===== config.mk =====
export PLATFORM = sky130hd
export DESIGN_NAME = spi_flash_cmd_engine
export DESIGN_NICKNAME = d
export VERILOG_FILES = /design/src/rtl/spi_fce_pkg.sv /design/src/rtl/spi_fce_regs.sv /design/src/rtl/spi_fce_clkdiv.sv /design/src/rtl/spi_fce_seq.sv /design/src/rtl/spi_flash_cmd_engine.sv
export SDC_FILE = /design/constraint.sdc
export NUM_CORES = 1
export LEC_CHECK = 0
export BUFFER_PORTS_ARGS = -buffer_cell sky130_fd_sc_hd__clkbuf_2
export CORE_MARGIN = 1
export CORE_UTILIZATION = 57
export DETAILED_ROUTE_END_ITERATION = 16
export PLACE_DENSITY_LB_ADDON = 0.12
export SETUP_SLACK_MARGIN = 0.4
export SYNTH_ARGS = -nofsm -noshare
export SYNTH_HDL_FRONTEND = slang
export SYNTH_SLANG_ARGS = --single-unit

===== constraint.sdc =====
create_clock -name clk -period 2.8 [get_ports clk]
set_input_delay 0.56 -clock clk [delete_from_list [all_inputs] [get_ports clk]]
set_output_delay 0.56 -clock clk [all_outputs]
set_load 0.05 [all_outputs]

===== src/rtl/spi_fce_pkg.sv =====
package spi_fce_pkg;
  localparam int DATA_W    = 32;
  localparam int SEL_W     = 2;
  localparam logic [SEL_W-1:0] SEL_CMD  = 2'd0;
  localparam logic [SEL_W-1:0] SEL_DATA = 2'd1;
  localparam logic [SEL_W-1:0] SEL_CTRL = 2'd2;

  localparam int TXC_W     = 4;
  localparam int RXC_W     = 3;
  localparam int TXC_LSB   = 0;
  localparam int RXC_LSB   = 4;
  localparam int START_BIT = 8;
  localparam int MAX_TX    = 8;
  localparam int MAX_RX    = 4;
  localparam int LANES     = DATA_W / 8;

  // bit counter must hold 8*(MAX_TX+MAX_RX); half counter one more bit
  localparam int BITS_W    = $clog2(8 * (MAX_TX + MAX_RX) + 1);
  localparam int HALF_W    = BITS_W + 1;

  typedef struct packed {
    logic [TXC_W-1:0] tx;
    logic [RXC_W-1:0] rx;
  } cnt_t;

  // outgoing byte k: opcode, address high..low, then data little-endian
  function automatic logic [7:0] tx_byte(input logic [DATA_W-1:0] cmd,
                                         input logic [DATA_W-1:0] dat,
                                         input logic [2:0] idx);
    logic [7:0] b;
    case (idx)
      3'd0:    b = cmd[7:0];
      3'd1:    b = cmd[31:24];
      3'd2:    b = cmd[23:16];
      3'd3:    b = cmd[15:8];
      3'd4:    b = dat[7:0];
      3'd5:    b = dat[15:8];
      3'd6:    b = dat[23:16];
      default: b = dat[31:24];
    endcase
    return b;
  endfunction
endpackage


===== src/rtl/spi_fce_regs.sv =====
module spi_fce_regs
  import spi_fce_pkg::*;
(
  input  logic              clk,
  input  logic              rst_n,
  input  logic              wr_en,
  input  logic [SEL_W-1:0]  wr_sel,
  input  logic [DATA_W-1:0] wr_data,
  input  logic              busy,
  input  logic              rx_we,
  input  logic [1:0]        rx_lane,
  input  logic [7:0]        rx_byte,
  output logic [DATA_W-1:0] cmd_q,
  output logic [DATA_W-1:0] data_q,
  output logic              launch,
  output cnt_t              cnt_o
);
  logic [TXC_W-1:0] tx_raw;
  logic [RXC_W-1:0] rx_raw;
  logic             cmd_we, data_we;

  assign tx_raw  = wr_data[TXC_LSB +: TXC_W];
  assign rx_raw  = wr_data[RXC_LSB +: RXC_W];
  assign cmd_we  = wr_en && (wr_sel == SEL_CMD)  && !busy;
  assign data_we = wr_en && (wr_sel == SEL_DATA) && !busy;
  assign launch  = wr_en && (wr_sel == SEL_CTRL) && wr_data[START_BIT] && !busy;

  always_comb begin
    cnt_o.tx = (tx_raw > TXC_W'(MAX_TX)) ? TXC_W'(MAX_TX) : tx_raw;
    cnt_o.rx = (rx_raw > RXC_W'(MAX_RX)) ? RXC_W'(MAX_RX) : rx_raw;
  end

  always_ff @(posedge clk or negedge rst_n) begin
    if (!rst_n)      cmd_q <= '0;
    else if (cmd_we) cmd_q <= wr_data;
  end

  for (genvar g = 0; g < LANES; g++) begin : g_lane
    always_ff @(posedge clk or negedge rst_n) begin
      if (!rst_n)
        data_q[8*g +: 8] <= '0;
      else if (data_we)
        data_q[8*g +: 8] <= wr_data[8*g +: 8];
      else if (rx_we && (rx_lane == 2'(g)))
        data_q[8*g +: 8] <= rx_byte;
    end
  end

  a_r9_cmd_frozen: assert property (@(posedge clk) disable iff (!rst_n)
    busy |=> $stable(cmd_q));
  a_r3_launch_busy: assert property (@(posedge clk) disable iff (!rst_n)
    launch |=> busy);
  a_r6_rx_in_busy: assert property (@(posedge clk) disable iff (!rst_n)
    rx_we |-> busy);
endmodule


===== src/rtl/spi_fce_clkdiv.sv =====
module spi_fce_clkdiv #(
  parameter int DIV_W = 8
) (
  input  logic             clk,
  input  logic             rst_n,
  input  logic             run,
  input  logic [DIV_W-1:0] half_div,
  output logic             tick
);
  logic [DIV_W-1:0] cnt_q;

  always_ff @(posedge clk or negedge rst_n) begin
    if (!rst_n)                     cnt_q <= '0;
    else if (!run || cnt_q == '0)   cnt_q <= half_div;
    else                            cnt_q <= cnt_q - 1'b1;
  end

  assign tick = run && (cnt_q == '0);

  a_r5_tick_gap: assert property (@(posedge clk) disable iff (!rst_n)
    (tick && half_div != '0) |=> !tick);
endmodule


===== src/rtl/spi_fce_seq.sv =====
module spi_fce_seq
  import spi_fce_pkg::*;
(
  input  logic              clk,
  input  logic              rst_n,
  input  logic              launch,
  input  cnt_t              cnt_i,
  input  logic [DATA_W-1:0] cmd_q,
  input  logic [DATA_W-1:0] data_q,
  input  logic              tick,
  input  logic              miso,
  output logic              busy,
  output logic              cs_n,
  output logic              sclk,
  output logic              mosi,
  output logic              rx_we,
  output logic [1:0]        rx_lane,
  output logic [7:0]        rx_byte
);
  localparam int CW = BITS_W - 3;

  logic              busy_q;
  logic [HALF_W-1:0] h_q;
  logic [BITS_W-1:0] nbits_q, txbits_q;
  logic [6:0]        sh_q;

  logic [BITS_W-1:0] bit_idx;
  logic [4:0]        rx_pos;
  logic              in_tx, last_half, rise, sample;
  logic [7:0]        cur_byte;

  assign bit_idx   = h_q[HALF_W-1:1];
  assign in_tx     = bit_idx < txbits_q;
  assign rx_pos    = 5'(bit_idx - txbits_q);
  assign last_half = (h_q == {nbits_q, 1'b0});
  assign rise      = busy_q && tick && !h_q[0] && !last_half;
  assign sample    = rise && !in_tx;
  assign cur_byte  = tx_byte(cmd_q, data_q, bit_idx[5:3]);

  always_ff @(posedge clk or negedge rst_n) begin
    if (!rst_n) begin
      busy_q   <= 1'b0;
      h_q      <= '0;
      nbits_q  <= '0;
      txbits_q <= '0;
      sh_q     <= '0;
    end else begin
      if (launch) begin
        busy_q   <= 1'b1;
        h_q      <= '0;
        nbits_q  <= {CW'(cnt_i.tx) + CW'(cnt_i.rx), 3'b000};
        txbits_q <= {CW'(cnt_i.tx), 3'b000};
      end else if (busy_q && tick) begin
        if (last_half) busy_q <= 1'b0;
        else           h_q    <= h_q + 1'b1;
      end
      if (sample) sh_q <= {sh_q[5:0], miso};
    end
  end

  assign busy    = busy_q;
  assign cs_n    = !busy_q;
  assign sclk    = busy_q && h_q[0];
  assign mosi    = busy_q && in_tx && cur_byte[~bit_idx[2:0]];
  assign rx_we   = sample && (rx_pos[2:0] == 3'd7);
  assign rx_lane = rx_pos[4:3];
  assign rx_byte = {sh_q, miso};

  a_r5_hold_between_ticks: assert property (@(posedge clk) disable iff (!rst_n)
    (busy_q && !tick) |=> ($stable(sclk) && $stable(mosi) && $stable(cs_n)));
  a_r5_mosi_moves_low: assert property (@(posedge clk) disable iff (!rst_n)
    (busy_q && $past(busy_q) && !$stable(mosi)) |-> !sclk);
  a_r6_rx_mosi_quiet: assert property (@(posedge clk) disable iff (!rst_n)
    rx_we |-> !mosi);
  a_r7_release_after_low: assert property (@(posedge clk) disable iff (!rst_n)
    $rose(cs_n) |-> $past(!sclk));
endmodule


===== src/rtl/spi_flash_cmd_engine.sv =====
module spi_flash_cmd_engine
  import spi_fce_pkg::*;
#(
  parameter int DIV_W = 8
) (
  input  logic              clk,
  input  logic              rst_n,
  input  logic              wr_en,
  input  logic [SEL_W-1:0]  wr_sel,
  input  logic [DATA_W-1:0] wr_data,
  input  logic [DIV_W-1:0]  half_div,
  input  logic              miso,
  output logic              busy,
  output logic [DATA_W-1:0] data_rd,
  output logic              cs_n,
  output logic              sclk,
  output logic              mosi
);
  logic [DATA_W-1:0] cmd_q, data_q;
  logic              launch, tick, rx_we;
  logic [1:0]        rx_lane;
  logic [7:0]        rx_byte;
  cnt_t              cnt;

  spi_fce_regs u_regs (
    .clk(clk), .rst_n(rst_n), .wr_en(wr_en), .wr_sel(wr_sel), .wr_data(wr_data),
    .busy(busy), .rx_we(rx_we), .rx_lane(rx_lane), .rx_byte(rx_byte),
    .cmd_q(cmd_q), .data_q(data_q), .launch(launch), .cnt_o(cnt)
  );

  spi_fce_clkdiv #(.DIV_W(DIV_W)) u_div (
    .clk(clk), .rst_n(rst_n), .run(busy), .half_div(half_div), .tick(tick)
  );

  spi_fce_seq u_seq (
    .clk(clk), .rst_n(rst_n), .launch(launch), .cnt_i(cnt),
    .cmd_q(cmd_q), .data_q(data_q), .tick(tick), .miso(miso),
    .busy(busy), .cs_n(cs_n), .sclk(sclk), .mosi(mosi),
    .rx_we(rx_we), .rx_lane(rx_lane), .rx_byte(rx_byte)
  );

  assign data_rd = data_q;
endmodule


==> metrics.md <==
| Metric | Value |
|---|---|
| Slowest cell on the critical path | dfrtp_2 |
| Multi-input gate area | 2620 sq um |
| Synth cell types | 53 |
| Die footprint | 9280 sq um |
| DPL Wire Length | around 9400 um |
| Layout cells sized above 1 | 0.351 |
| Violated checks | setup timing |
| Clk slew on worst S/H paths | 0.10 ns |
| Initial Util | 0.585 |
| Worst setup SP type | flop |
| Grt met2 use | 0.473 |
| Synth async-reset ratio | 1.00 |
| Power Total | ~2.7 mW |
| Fmax | 0.333 GHz |
| GR met1 Demand/Resource | 0.422 |
| Register area share after synthesis | 0.473 |
| First-pass GRT wire length | 20,500 um |
| Vias in the first global route | 3,912 |
| CP top delay family | flip-flops |
| Worst path buffer plus inverter count | 3 |
| Die Wd | 96.3 um |
| Synth Register Bits | 96 |
| Number of max-cap violations | 0 |
| Mapped Cells | 478 |
| Rows | 34 |
| Via Count | about 4,000 |
| Fin Setup TNS | -0.206 ns |
| Final hold violation count | 0 |
| First DRT Iteration DRCs | 220 |
| Outcome | finished with violations |
| Total gr overflow | 0 |
| RSZ-0062 raised after global routing | true |
| Worst R2R Start | u_seq.h_q[6] |
| PortBufs | 81 |
| Commonest non-fill, non-tap cell in the layout | dfrtp_1 |
| Hold Buf Count CTS | 0 |
| Final Hold Slack | 0.163 ns |
| 1st-pass router iterations | 5 |
| Post-Syn Area | 5070 sq um |
| Total CTS buffers | 9 |
| # H-tree levels | 3 |
| Most frequent cells in the layout | dfrtp_1, clkbuf_2, nand2_1, mux2_2, mux2i_1 |
| Initial antenna violation count | 0 |
| Leak Pwr | 2.89 nW |
| Post-layout minimum cycle time | 3.01 ns |
| # IOs | around 80 |
| Clock Tree Root | clkbuf_8 |
| R2R Setup Slk | 0.29 ns |
| Layer with the highest usage | met2 |
| Post-DRT Antenna Nets | 0 |
| Ys flop type | dfrtp_1 |
| Critical path arrival | 2.45 ns |
| Required time worst endpoint | roughly 2.2 ns |
| Syn nets | 536 |
| Worst slew pin tran | 0.620 ns |
| Final Net Count | ~630 |
| Final setup margin | -0.206 ns |
| Drt wl/cell | 19.1 um |
| Drc violations | 0 |
| Area growth syn-to-layout | 20.8% |
| Register Area | 2400 sq um |
| Vias per inst | 5.92 |
| Syn Area/Cell | between 10 and 15 sq um |
| # setup viols final | 1 |
| Clk sinks | 96 |
| Core Region | roughly 8700 sq um |
| Diodes inserted | 0 |
| Final Skew | 0.0149 ns |
| Slew margin rel. | 0.587 |
| Critical path type | flop to output pin |
| Fin crit share | 1.07 |
| CP cell instances | clkinv_4 -> ha_4 -> inv_2 -> fa_2 -> a21o_1 -> a21oi_2 -> nand4_1 -> nor4_4 -> clkbuf_8 |
| Max Transition Viols Final | 0 |
| Post-place setup slack | -0.0426 ns |
| CTS tree | yes |
| Largest net degree at the start of global routing | 65 |
| Post-synth EDFFs | 0 |
| Pwr Density | 441 nW/um^2 |
| Clk buf depth | 2 |
| Largest fanout on the critical path | 6 |
| Peak supply drop | 0.318 mV |
| Tot GR Track Use | 0.303 |
| Reg2reg path depth | 11 |
| Worst Setup End Kind | output pin |
| Die Ht | 96.3 um |
| Worst min-delay path class | input port to asynchronous set/reset pin |
| Fillers | 684 |
| RD Place Congestion | 0.920 |
| Met3 Track Usage GR | 0.0490 |
| CP max stage delay | 0.46 ns |
| Synth warn | 0 |
| Worst reg2reg path endpoint | u_regs.data_q[12] |
| Later-pin clock latency in the skew report | 0.38 ns |
| Drt total wl | roughly 13,000 um |
-- flip-flops by register name, summed over array words and instances (netlist names) --
signal and count:
u_seq.nbits_q 4, u_regs.cmd_q 32, u_seq.busy 1, u_seq.txbits_q 4
u_seq.h_q 8, u_div.cnt_q 8, u_regs.data_q 32, u_seq.sh_q 7
-- cell families after synthesis --
group,count (synthesis),synth area share
compound gates,84,0.102
xor+xnor,19,0.0328
fa+ha+maj,12,0.0326
buf+inv,43,0.0387
flops,96,0.473
mux,89,0.190
simple gates,135,0.130
-- through the flow --
step	cells	area, sq um	utilization
6_report	686	6130	0.706
5_1_grt	686	6130	0.706
4_1_cts	685	6030	0.695
3_5_place_dp	665	5740	0.662
3_3_place_gp	665	5740	0.662
2_1_floorplan	478	5120	-
-- power breakdown --
group          switching (mW)  internal, mW  total, mW
clock                   0.553         0.372      0.925
sequential             0.0372          1.42       1.46
combinational           0.204         0.119      0.322
total                   0.794          1.91       2.71
-- timing repair --
action,4_1_cts,5_1_grt
gates resized for setup,18,30
setup endpoints to repair,30,28
pin swaps,1,2
setup buffers,4,1
-- Yosys cell counts, types with 9 or more instances --
| cell | count | area, sq um |
|---|---|---|
| inv_1 | 18 | 67.6 |
| dfrtp_1 | 96 | 2400 |
| buf_2 | 13 | 65.1 |
| mux2_2 | 48 | 541 |
| mux2i_1 | 40 | 400 |
| nand2_1 | 64 | 240 |
| o21ai_1 | 18 | 90.1 |
| xnor2_1 | 9 | 78.8 |
| nor2_1 | 24 | 90.1 |
| ha_1 | 10 | 125 |
| o21ai_0 | 33 | 165 |
| xor2_1 | 10 | 87.6 |
-- worst max path at each step --
stage / startpoint / endpoint / slack (ns) / cells after the start
after detailed placement: u_seq.h_q[6] / mosi / -0.04 / 7
after global placement: u_seq.h_q[6] / mosi / -0.07 / 7
after global routing: u_seq.h_q[6] / mosi / -0.27 / 8
after floorplan: u_seq.h_q[4] / mosi / 0.12 / 9
after CTS: u_seq.h_q[4] / mosi / -0.20 / 9
final: u_seq.h_q[4] / mosi / -0.21 / 9
-- layer usage --
layer | part of all wire | wire, um | up-vias
li1 | - | - | 1881
met1 | 0.46 | 5950 | 2056
met2 | 0.48 | 6290 | 101
met3 | 0.035 | 463 | 24
met4 | 0.028 | 369 | 0
met5 | 0 | 0 | -
-- final cells by class --
cell class                      count  area share
Clock inverter                      6     0.00939
Sequential cell                    96       0.392
Timing Repair Buffer              109       0.116
Clock buffer                       10      0.0224
Multi-Input combinational cell    339       0.427
Tap cell                          108      0.0220
Inverter                           18      0.0118
Note: power is estimated with default switching activity, not from simulation.
